==> src/rtl/rpr_pkg.sv <==
package rpr_pkg;

  // Acknowledge-time behaviour selected by the mode inputs.
  typedef enum logic [1:0] {
    ACK_MARK_SERVICE = 2'd0,  // set in-service bit
    ACK_AUTO_KEEP    = 2'd1,  // automatic EOI, base kept
    ACK_AUTO_ROTATE  = 2'd2   // automatic EOI, base moves past line
  } rpr_ack_kind_e;

  typedef struct packed {
    logic aeoi;
    logic rot_aeoi;
    logic sfnm;
  } rpr_mode_t;

  function automatic rpr_ack_kind_e ack_kind(input rpr_mode_t m);
    if (!m.aeoi)         return ACK_MARK_SERVICE;
    else if (m.rot_aeoi) return ACK_AUTO_ROTATE;
    else                 return ACK_AUTO_KEEP;
  endfunction

endpackage

==> src/rtl/rpr_search.sv <==
// Finds the most urgent set bit of a vector measured from a base.
module rpr_search #(
  parameter int unsigned N_LINES = 8
) (
  input  logic [N_LINES-1:0]         vec_i,
  input  logic [$clog2(N_LINES)-1:0] base_i,
  output logic                       found_o,
  output logic [$clog2(N_LINES)-1:0] prio_o
);
  localparam int unsigned IW = $clog2(N_LINES);

  // Entry i of the result is the line whose priority is i.
  function automatic logic [N_LINES-1:0] rotate_from(
    input logic [N_LINES-1:0] v,
    input logic [IW-1:0]      b
  );
    logic [N_LINES-1:0] r;
    logic [IW-1:0]      idx;
    for (int i = 0; i < N_LINES; i++) begin
      idx  = IW'(i) + b;
      r[i] = v[idx];
    end
    return r;
  endfunction

  function automatic logic [IW-1:0] lowest_set(input logic [N_LINES-1:0] v);
    logic [IW-1:0] p;
    p = '0;
    for (int i = N_LINES - 1; i >= 0; i--) begin
      if (v[i]) p = IW'(i);
    end
    return p;
  endfunction

  logic [N_LINES-1:0] by_prio;

  always_comb begin
    by_prio = rotate_from(vec_i, base_i);
    found_o = |vec_i;
    prio_o  = lowest_set(by_prio);
  end

endmodule

==> src/rtl/rpr_pick.sv <==
// Compares the best candidate against the in-service lines.
module rpr_pick #(
  parameter int unsigned N_LINES      = 8,
  parameter bit          IS_MASTER    = 1'b1,
  parameter int unsigned CASCADE_LINE = 2
) (
  input  logic [N_LINES-1:0]         cand_i,
  input  logic [N_LINES-1:0]         isr_i,
  input  logic [$clog2(N_LINES)-1:0] base_i,
  input  logic                       sfnm_i,
  output logic                       win_o,
  output logic [$clog2(N_LINES)-1:0] line_o,
  output logic [N_LINES-1:0]         eff_isr_o
);
  localparam int unsigned IW = $clog2(N_LINES);
  localparam logic [N_LINES-1:0] CASC_BIT = N_LINES'(1) << CASCADE_LINE;

  logic          cand_found, srv_found;
  logic [IW-1:0] cand_prio, srv_prio;

  generate
    if (IS_MASTER) begin : g_master
      assign eff_isr_o = sfnm_i ? (isr_i & ~CASC_BIT) : isr_i;
    end else begin : g_slave
      logic unused_sfnm;
      assign unused_sfnm = sfnm_i;
      assign eff_isr_o   = isr_i;
    end
  endgenerate

  rpr_search #(.N_LINES(N_LINES)) u_cand_search (
    .vec_i   (cand_i),
    .base_i  (base_i),
    .found_o (cand_found),
    .prio_o  (cand_prio)
  );

  rpr_search #(.N_LINES(N_LINES)) u_srv_search (
    .vec_i   (eff_isr_o),
    .base_i  (base_i),
    .found_o (srv_found),
    .prio_o  (srv_prio)
  );

  function automatic logic beats(
    input logic          c_found,
    input logic [IW-1:0] c_prio,
    input logic          s_found,
    input logic [IW-1:0] s_prio
  );
    return c_found && (!s_found || (c_prio < s_prio));
  endfunction

  function automatic logic [IW-1:0] prio_to_line(
    input logic [IW-1:0] p,
    input logic [IW-1:0] b
  );
    return p + b;
  endfunction

  always_comb begin
    win_o  = beats(cand_found, cand_prio, srv_found, srv_prio);
    line_o = prio_to_line(cand_prio, base_i);
  end

endmodule

==> src/rtl/rpr_state.sv <==
// In-service vector and rotation base, updated by loads and acknowledges.
module rpr_state
  import rpr_pkg::*;
#(
  parameter int unsigned N_LINES = 8
) (
  input  logic                       clk,
  input  logic                       rst_n,
  input  logic                       ack_i,
  input  logic                       irq_q_i,
  input  logic [$clog2(N_LINES)-1:0] line_q_i,
  input  rpr_mode_t                  mode_i,
  input  logic                       isr_ld_i,
  input  logic [N_LINES-1:0]         isr_wdata_i,
  input  logic                       base_ld_i,
  input  logic [$clog2(N_LINES)-1:0] base_wdata_i,
  output logic [N_LINES-1:0]         isr_q_o,
  output logic [$clog2(N_LINES)-1:0] base_q_o
);
  localparam int unsigned IW = $clog2(N_LINES);

  function automatic logic [N_LINES-1:0] line_bit(input logic [IW-1:0] l);
    return N_LINES'(1) << l;
  endfunction

  function automatic logic [IW-1:0] base_after(input logic [IW-1:0] l);
    return l + IW'(1);
  endfunction

  // Named internal events for the assertions.
  logic          ack_take;
  rpr_ack_kind_e kind;
  logic          ev_mark;
  logic          ev_rotate;

  assign ack_take  = ack_i && irq_q_i;
  assign kind      = ack_kind(mode_i);
  assign ev_mark   = ack_take && (kind == ACK_MARK_SERVICE);
  assign ev_rotate = ack_take && (kind == ACK_AUTO_ROTATE);

  always_ff @(posedge clk) begin
    if (!rst_n) begin
      isr_q_o  <= '0;
      base_q_o <= '0;
    end else begin
      if (isr_ld_i)     isr_q_o <= isr_wdata_i;
      else if (ev_mark) isr_q_o <= isr_q_o | line_bit(line_q_i);

      if (base_ld_i)      base_q_o <= base_wdata_i;
      else if (ev_rotate) base_q_o <= base_after(line_q_i);
    end
  end

  AST_ACK_MARKS_LINE: assert property (@(posedge clk) disable iff (!rst_n)
    (ack_i && irq_q_i && !mode_i.aeoi && !isr_ld_i && !base_ld_i)
      |=> ((isr_q_o & line_bit($past(line_q_i))) != '0) && $stable(base_q_o));

  AST_AUTO_KEEPS_ISR: assert property (@(posedge clk) disable iff (!rst_n)
    (ack_i && irq_q_i && mode_i.aeoi && !isr_ld_i) |=> $stable(isr_q_o));

  AST_AUTO_ROTATES: assert property (@(posedge clk) disable iff (!rst_n)
    (ack_i && irq_q_i && mode_i.aeoi && mode_i.rot_aeoi && !base_ld_i)
      |=> (base_q_o == base_after($past(line_q_i))));

  AST_IDLE_ACK_INERT: assert property (@(posedge clk) disable iff (!rst_n)
    (ack_i && !irq_q_i && !isr_ld_i && !base_ld_i)
      |=> ($stable(isr_q_o) && $stable(base_q_o)));

  AST_LOAD_WINS: assert property (@(posedge clk) disable iff (!rst_n)
    isr_ld_i |=> (isr_q_o == $past(isr_wdata_i)));

endmodule

==> src/rtl/rpr_top.sv <==
module rpr_top
  import rpr_pkg::*;
#(
  parameter int unsigned N_LINES      = 8,
  parameter bit          IS_MASTER    = 1'b1,
  parameter int unsigned CASCADE_LINE = 2
) (
  input  logic                       clk,
  input  logic                       rst_n,
  input  logic [N_LINES-1:0]         req_i,
  input  logic [N_LINES-1:0]         mask_i,
  input  logic                       aeoi_i,
  input  logic                       rot_aeoi_i,
  input  logic                       sfnm_i,
  input  logic                       ack_i,
  input  logic                       isr_ld_i,
  input  logic [N_LINES-1:0]         isr_wdata_i,
  input  logic                       base_ld_i,
  input  logic [$clog2(N_LINES)-1:0] base_wdata_i,
  output logic                       irq_o,
  output logic [$clog2(N_LINES)-1:0] line_o,
  output logic [N_LINES-1:0]         isr_o,
  output logic [$clog2(N_LINES)-1:0] base_o
);
  localparam int unsigned IW = $clog2(N_LINES);

  logic [N_LINES-1:0] cand;
  logic [N_LINES-1:0] eff_isr;
  logic               win;
  logic [IW-1:0]      win_line;
  logic               irq_q;
  logic [IW-1:0]      line_q;
  logic [N_LINES-1:0] isr_q;
  logic [IW-1:0]      base_q;
  rpr_mode_t          mode;

  assign cand = req_i & ~mask_i;
  assign mode = '{aeoi: aeoi_i, rot_aeoi: rot_aeoi_i, sfnm: sfnm_i};

  rpr_pick #(
    .N_LINES      (N_LINES),
    .IS_MASTER    (IS_MASTER),
    .CASCADE_LINE (CASCADE_LINE)
  ) u_pick (
    .cand_i    (cand),
    .isr_i     (isr_q),
    .base_i    (base_q),
    .sfnm_i    (mode.sfnm),
    .win_o     (win),
    .line_o    (win_line),
    .eff_isr_o (eff_isr)
  );

  always_ff @(posedge clk) begin
    if (!rst_n) begin
      irq_q  <= 1'b0;
      line_q <= '0;
    end else begin
      irq_q  <= win;
      line_q <= win ? win_line : '0;
    end
  end

  rpr_state #(.N_LINES(N_LINES)) u_state (
    .clk          (clk),
    .rst_n        (rst_n),
    .ack_i        (ack_i),
    .irq_q_i      (irq_q),
    .line_q_i     (line_q),
    .mode_i       (mode),
    .isr_ld_i     (isr_ld_i),
    .isr_wdata_i  (isr_wdata_i),
    .base_ld_i    (base_ld_i),
    .base_wdata_i (base_wdata_i),
    .isr_q_o      (isr_q),
    .base_q_o     (base_q)
  );

  assign irq_o  = irq_q;
  assign line_o = line_q;
  assign isr_o  = isr_q;
  assign base_o = base_q;

  AST_WINNER_WAS_CANDIDATE: assert property (@(posedge clk) disable iff (!rst_n)
    irq_q |-> ((($past(cand) >> line_q) & N_LINES'(1)) != '0));

  AST_WINNER_NOT_IN_SERVICE: assert property (@(posedge clk) disable iff (!rst_n)
    irq_q |-> ((($past(eff_isr) >> line_q) & N_LINES'(1)) == '0));

  AST_IDLE_LINE_ZERO: assert property (@(posedge clk) disable iff (!rst_n)
    (!$past(win)) |-> (!irq_q && (line_q == '0)));

endmodule

==> config.mk <==
export PLATFORM = sky130hd
export DESIGN_NAME = rpr_top
export DESIGN_NICKNAME = d
export VERILOG_FILES = /design/src/rtl/rpr_pkg.sv /design/src/rtl/rpr_search.sv /design/src/rtl/rpr_pick.sv /design/src/rtl/rpr_state.sv /design/src/rtl/rpr_top.sv
export SDC_FILE = /design/constraint.sdc
export NUM_CORES = 1
export LEC_CHECK = 0
export BUFFER_PORTS_ARGS = -buffer_cell sky130_fd_sc_hd__buf_2
export CORE_AREA = 10 10 71 97
export CTS_CLUSTER_DIAMETER = 120
export DETAILED_ROUTE_END_ITERATION = 10
export DIE_AREA = 0 0 81 107
export GPL_ROUTABILITY_DRIVEN = 0
export GPL_TIMING_DRIVEN = 0
export HOLD_SLACK_MARGIN = 0.15
export MAX_ROUTING_LAYER = met4
export PLACE_DENSITY = 0.73
export SLEW_MARGIN = 10
export SYNTH_ARGS = -nofsm -noshare
export SYNTH_HDL_FRONTEND = slang
export SYNTH_HIERARCHICAL = 1
export SYNTH_SLANG_ARGS = --single-unit
==> constraint.sdc <==
create_clock -name clk -period 5.05 [get_ports clk]
set_input_delay 0.2525 -clock clk [delete_from_list [all_inputs] [get_ports clk]]
set_output_delay 0.2525 -clock clk [all_outputs]
set_load 0.005 [all_outputs]
[After elaboration in Yosys (flattened, before gate mapping)]
Index checks and enable logic that the tools add are counted.
Word-level totals
  bits in registers: 15
  output and inout port bits: 15
Cells by class
  reductions and logical operators: 12
  eq/ne operators: 1
  shift operators: 1
  bitwise gates (word level): 3
  add/sub/neg operators: 9
  $lt $le $gt $ge: 9
  muxes and demuxes: 55
Operator list (count)
  3-bit 2-to-1 mux: 19
  1-bit binary-select mux with 3-bit select: 16
  3-bit by 4-bit < comparator with 1-bit output (second input constant): 8
  1-bit 2-to-1 mux: 16
  8-bit 2-to-1 mux: 2
  8-bit OR reduction: 2
  3-bit adder (first input constant): 4
  8-bit bitwise AND: 1
  8-bit inverter: 1
  8-bit OR: 1
  1-bit by 3-bit << shifter with 8-bit output (first input constant): 1
  2-bit by 3-bit adder with 3-bit output (first input constant): 2
  1-bit logical AND: 4
  2-bit 2-to-1 mux: 2
  2-bit nonzero test: 2
  1-bit by 3-bit adder with 3-bit output (first input constant): 1
  3-bit by 1-bit adder with 3-bit output (second input constant): 1
  3-bit adder: 1
  3-bit < comparator: 1
  2-bit equality test (second input constant): 1
  2-bit zero test: 1
  2-bit AND reduction: 1
  1-bit zero test: 1
  1-bit logical OR: 1

[Longest topological paths before layout]
  depth after elaboration: 16
  mapped depth: 15
  gate-level depth less buffers: 12

[Cells and area by module]
The synthesis kept the hierarchy.
Modules (own cells, without submodules)
  rpr_search: instances 2, sequential area each 0.0 sq um, cells an instance 69, area an instance 671.9 sq um
  rpr_state: instances 1, sequential area each 220.2 sq um, cells an instance 61, area an instance 553.0 sq um
  rpr_pick: instances 1, sequential area each 0.0 sq um, cells an instance 26, area an instance 191.4 sq um
  rpr_top: instances 1, sequential area each 80.1 sq um, cells an instance 16, area an instance 156.4 sq um

[Least setup slack after synthesis]
No wires, ideal clock.
  path kind: reg-to-reg
  start: reg u_state.base_q_o[0]
  end: reg line_q[2] (netlist: line_o[2])
  period minus slack after synthesis: 3.235 ns
  required time: 4.935 ns
  path buffers: 3
  setup time: 0.115 ns
  path slack: 1.815 ns
  cell stages (with the launch flop): 14
  arrival time: 3.120 ns
  cells stage by stage: dfxtp_1 > buf_6 > buf_12 > inv_1 > ha_1 > clkbuf_8 > mux4_1 > o32a_1 > a211oi_1 > inv_1 > fa_1 > xor2_1 > xnor2_1 > and3_1
On the way
  elaborated cells on any way between the ends: 60
RTL lines
  start: declaration: line rpr_state.sv:18  | output logic [$clog2(N_LINES)-1:0] base_q_o
  start signal: assignment: line rpr_state.sv:49  | if (base_ld_i) base_q_o <= base_wdata_i;
  start signal: assignment: line rpr_state.sv:50  | else if (ev_rotate) base_q_o <= base_after(line_q_i);
  3-bit adder: line rpr_search.sv:20  | idx = IW'(i) + b;
  1-bit binary-select mux with 3-bit select: line rpr_search.sv:21  | r[i] = v[idx];
  1-bit 2-to-1 mux (not written as such): line rpr_search.sv:21
  3-bit 2-to-1 mux (7 in a row): line rpr_search.sv:30  | if (v[i]) p = IW'(i);
  3-bit 2-to-1 mux (*): line rpr_search.sv:30
  named net u_pick.cand_prio[1]: line rpr_pick.sv:19  | logic [IW-1:0] cand_prio, srv_prio;
  3-bit adder (*): line rpr_pick.sv:58  | return p + b;
  named net win_line[2]: line rpr_top.sv:30  | logic [IW-1:0] win_line;
  end signal: assignment: line rpr_top.sv:60  | line_q <= win ? win_line : '0;
  end: declaration: line rpr_top.sv:32  | logic [IW-1:0] line_q;
The timed path passes the listed nets; every way through them passes the cells marked *. The select of a mux whose other input is x is not followed.
A chain may end at the register's enable or synchronous reset.

[Worst setup path after layout]
Ends and elaborated chain as after synthesis.

==> results by group <==
Setup path
  – Critical path launch point type: register
  – Worst reg2reg setup slack: 1.52 ns
  – Reg2reg end: line_o[2]
  – Critical Path AT: 3.68 ns
  – Crit Path Class: register to register
  – Worst setup EP type: register
  – CP Depth: 13
  – Critical Path Fanout Max: 10
  – Worst path bufs/invs: 5
  – Worst path most repeated cell: inv_1
  – CP required: 5.20 ns
  – Top Family by Delay on Critical Path: adder cells
  – FF-to-FF Start: u_state/base_q_o[0]
  – Slowest-stage cell, CP: mux4_1
  – CP peak stage delay: 0.62 ns
  – Cells on worst reg2reg path: 13
  – CP cell instances: buf_6 > buf_12 > inv_1 > ha_1 > clkbuf_8 > mux4_1 > o32a_1 > a211oi_1 > inv_1 > fa_1 > xor2_1 > xnor2_1 > and3_1

Finish
  – Layout cells sized above 1: 0.3519
  – Nets: 337
  – Synth-to-Final Area Change: 17.07%
  – # fillers: 521
  – Number of diodes: 0
  – Finished Layout Cells: 353
  – Most frequent cells in the layout: 53 x buf_2, 22 x a21oi_1, 21 x mux2i_1
  – Commonest non-fill, non-tap cell in the layout: buf_2

Clock tree
  – CTS tree: done
  – Max Root-Sink Buffers: 2
  – Clk root buf: clkbuf_8
  – # resized after CTS: 0
  – CTS hold repair buffers: 0
  – Num CTS Buffers: 3
  – H-tree lvl count: 1
  – Reg clk slew, reported paths: 0.07 ns
  – Worst-Skew Late Latency: 0.26 ns
  – Clock sink count: 15
  – Setup Buffers After CTS: 0

Floorplan
  – Core ar.: 5120 um^2
  – Full die area: 8667 um^2
  – Die Y: 107 um
  – Starting Density: 0.4282
  – Row cnt: 31
  – Chip Width: 81 um
  – # IOs: 50

Detailed routing
  – Routed WL per cell: 15.93 um
  – Vias/cell: 5.637
  – Final wirelength: 5.624 mm
  – Initial DRC count: 95
  – Post-route ant nets: 0
  – Post-route DRC: 0
  – Pre-Repair DR Iteration Count: 7
  – Via count: 1,990

Run status
  – Status: completed

Synth
  – Synth warn: 6
  – Syn avg cell area: 9.368 um^2
  – Syn Nets: 283
  – Syn Inst Count: 234
  – Mapped cell area: 2192 um^2

Place
  – Cells after DPL: 349
  – IO Port Bufs: 49
  – Final HPWL DP: 4.634 mm

STA
  – Part of the cycle the worst path needs: 0.6993
  – Rel. slew slack: 0.5560
  – Actual slew at the worst max-slew pin: 0.6651 ns
  – Setup TNS: 0 ns
  – Fmax: 283.2 MHz
  – Fin. Hold Viols: 0
  – Final min period: 3.532 ns
  – Slew Viols, Final: 0
  – Final setup skew: 0.007225 ns
  – RSZ-0062 raised after global routing: no
  – Setup-failing EPs final: 0

Global route
  – Largest net degree at the start of global routing: 14
  – Initial antenna violation count: 0
  – Total grt overflow: 0
  – Vias in the first global route: 2,078
  – Tot GR Track Use: 0.1344
  – First-pass GRT wire length: 9.432 mm

Worst hold path
  – Worst hold path cell count: 3
  – Hold endpoint: u_state/isr_q_o[4]
  – Hold Crit Start: isr_wdata_i[4]
  – Type of the most critical hold path: primary input to register

Power and ir drop
  – Leak pwr: 1.158 nW
  – Pwr dens: 303.6 nW/um^2
  – VDD IR-drop max: 217.7 uV
  – Pwr Total: 0.7792 mW

Job
  – Max Cap Viol: 0
==> state kept, by name, indices dropped and copies added, names as in the netlist <==
name              cells
u_state/isr_q_o       8
line_o                3
u_state/base_q_o      3
irq_o                 1
==> stage by stage <==
stage,setup slack [ns],hold WS [ns],instance area [um^2],utilization
finish,1.518,0.2731,2566,0.5012
global placement,1.539,0.5317,2520,0.4922
CTS,1.489,0.2590,2566,0.5012
detailed placement,1.509,0.5293,2520,0.4922
floorplan,1.815,0.3936,2192,-
global route,1.326,0.2971,2566,0.5012
==> worst max path at each step <==
stage | to | start
final | line_o[2] | u_state/base_q_o[0]
after global routing | line_o[2] | u_state/base_q_o[0]
after CTS | line_o[2] | u_state/base_q_o[0]
after detailed placement | line_o[2] | u_state/base_q_o[0]
after global placement | line_o[2] | u_state/base_q_o[0]
after floorplan | line_o[2] | u_state/base_q_o[0]
==> final cells by class <==
| type | count | area, um^2 | share of cell area |
|---|---|---|---|
| inverters | 19 | 71.32 | 0.02779 |
| multi-input cells | 188 | 1683 | 0.6558 |
| repair buffers | 49 | 245.2 | 0.09556 |
| clock inverters | 1 | 5.005 | 0.001950 |
| well taps | 66 | 82.58 | 0.03218 |
| flip-flops and latches | 15 | 300.3 | 0.1170 |
| clock buffers | 3 | 41.29 | 0.01609 |
| plain buffers | 12 | 137.6 | 0.05363 |
==> tightest hold or removal path, delay by kind of cell <==
family	cells	cell delay (ns)
buffers and inverters	1	0.07
AOI/OAI and AO/OA	2	0.17
==> routing by layer <==
layer  track usage  vias up  wire length, um  part of all wire
li1              -      982                -                 -
met1        0.1490      942             2406              0.43
met2        0.2483       61             3035              0.54
met3       0.01171        5              129             0.023
met4       0.03226        0               52            0.0092
met5             -        -                0                 0
==> power by group <==
part           total [mW]  internal (mW)  switching [mW]
Sequential          0.175          0.141          0.0343
Clock               0.100         0.0548          0.0453
Combinational       0.504          0.262           0.242
Power figures use the tool's default switching activity.
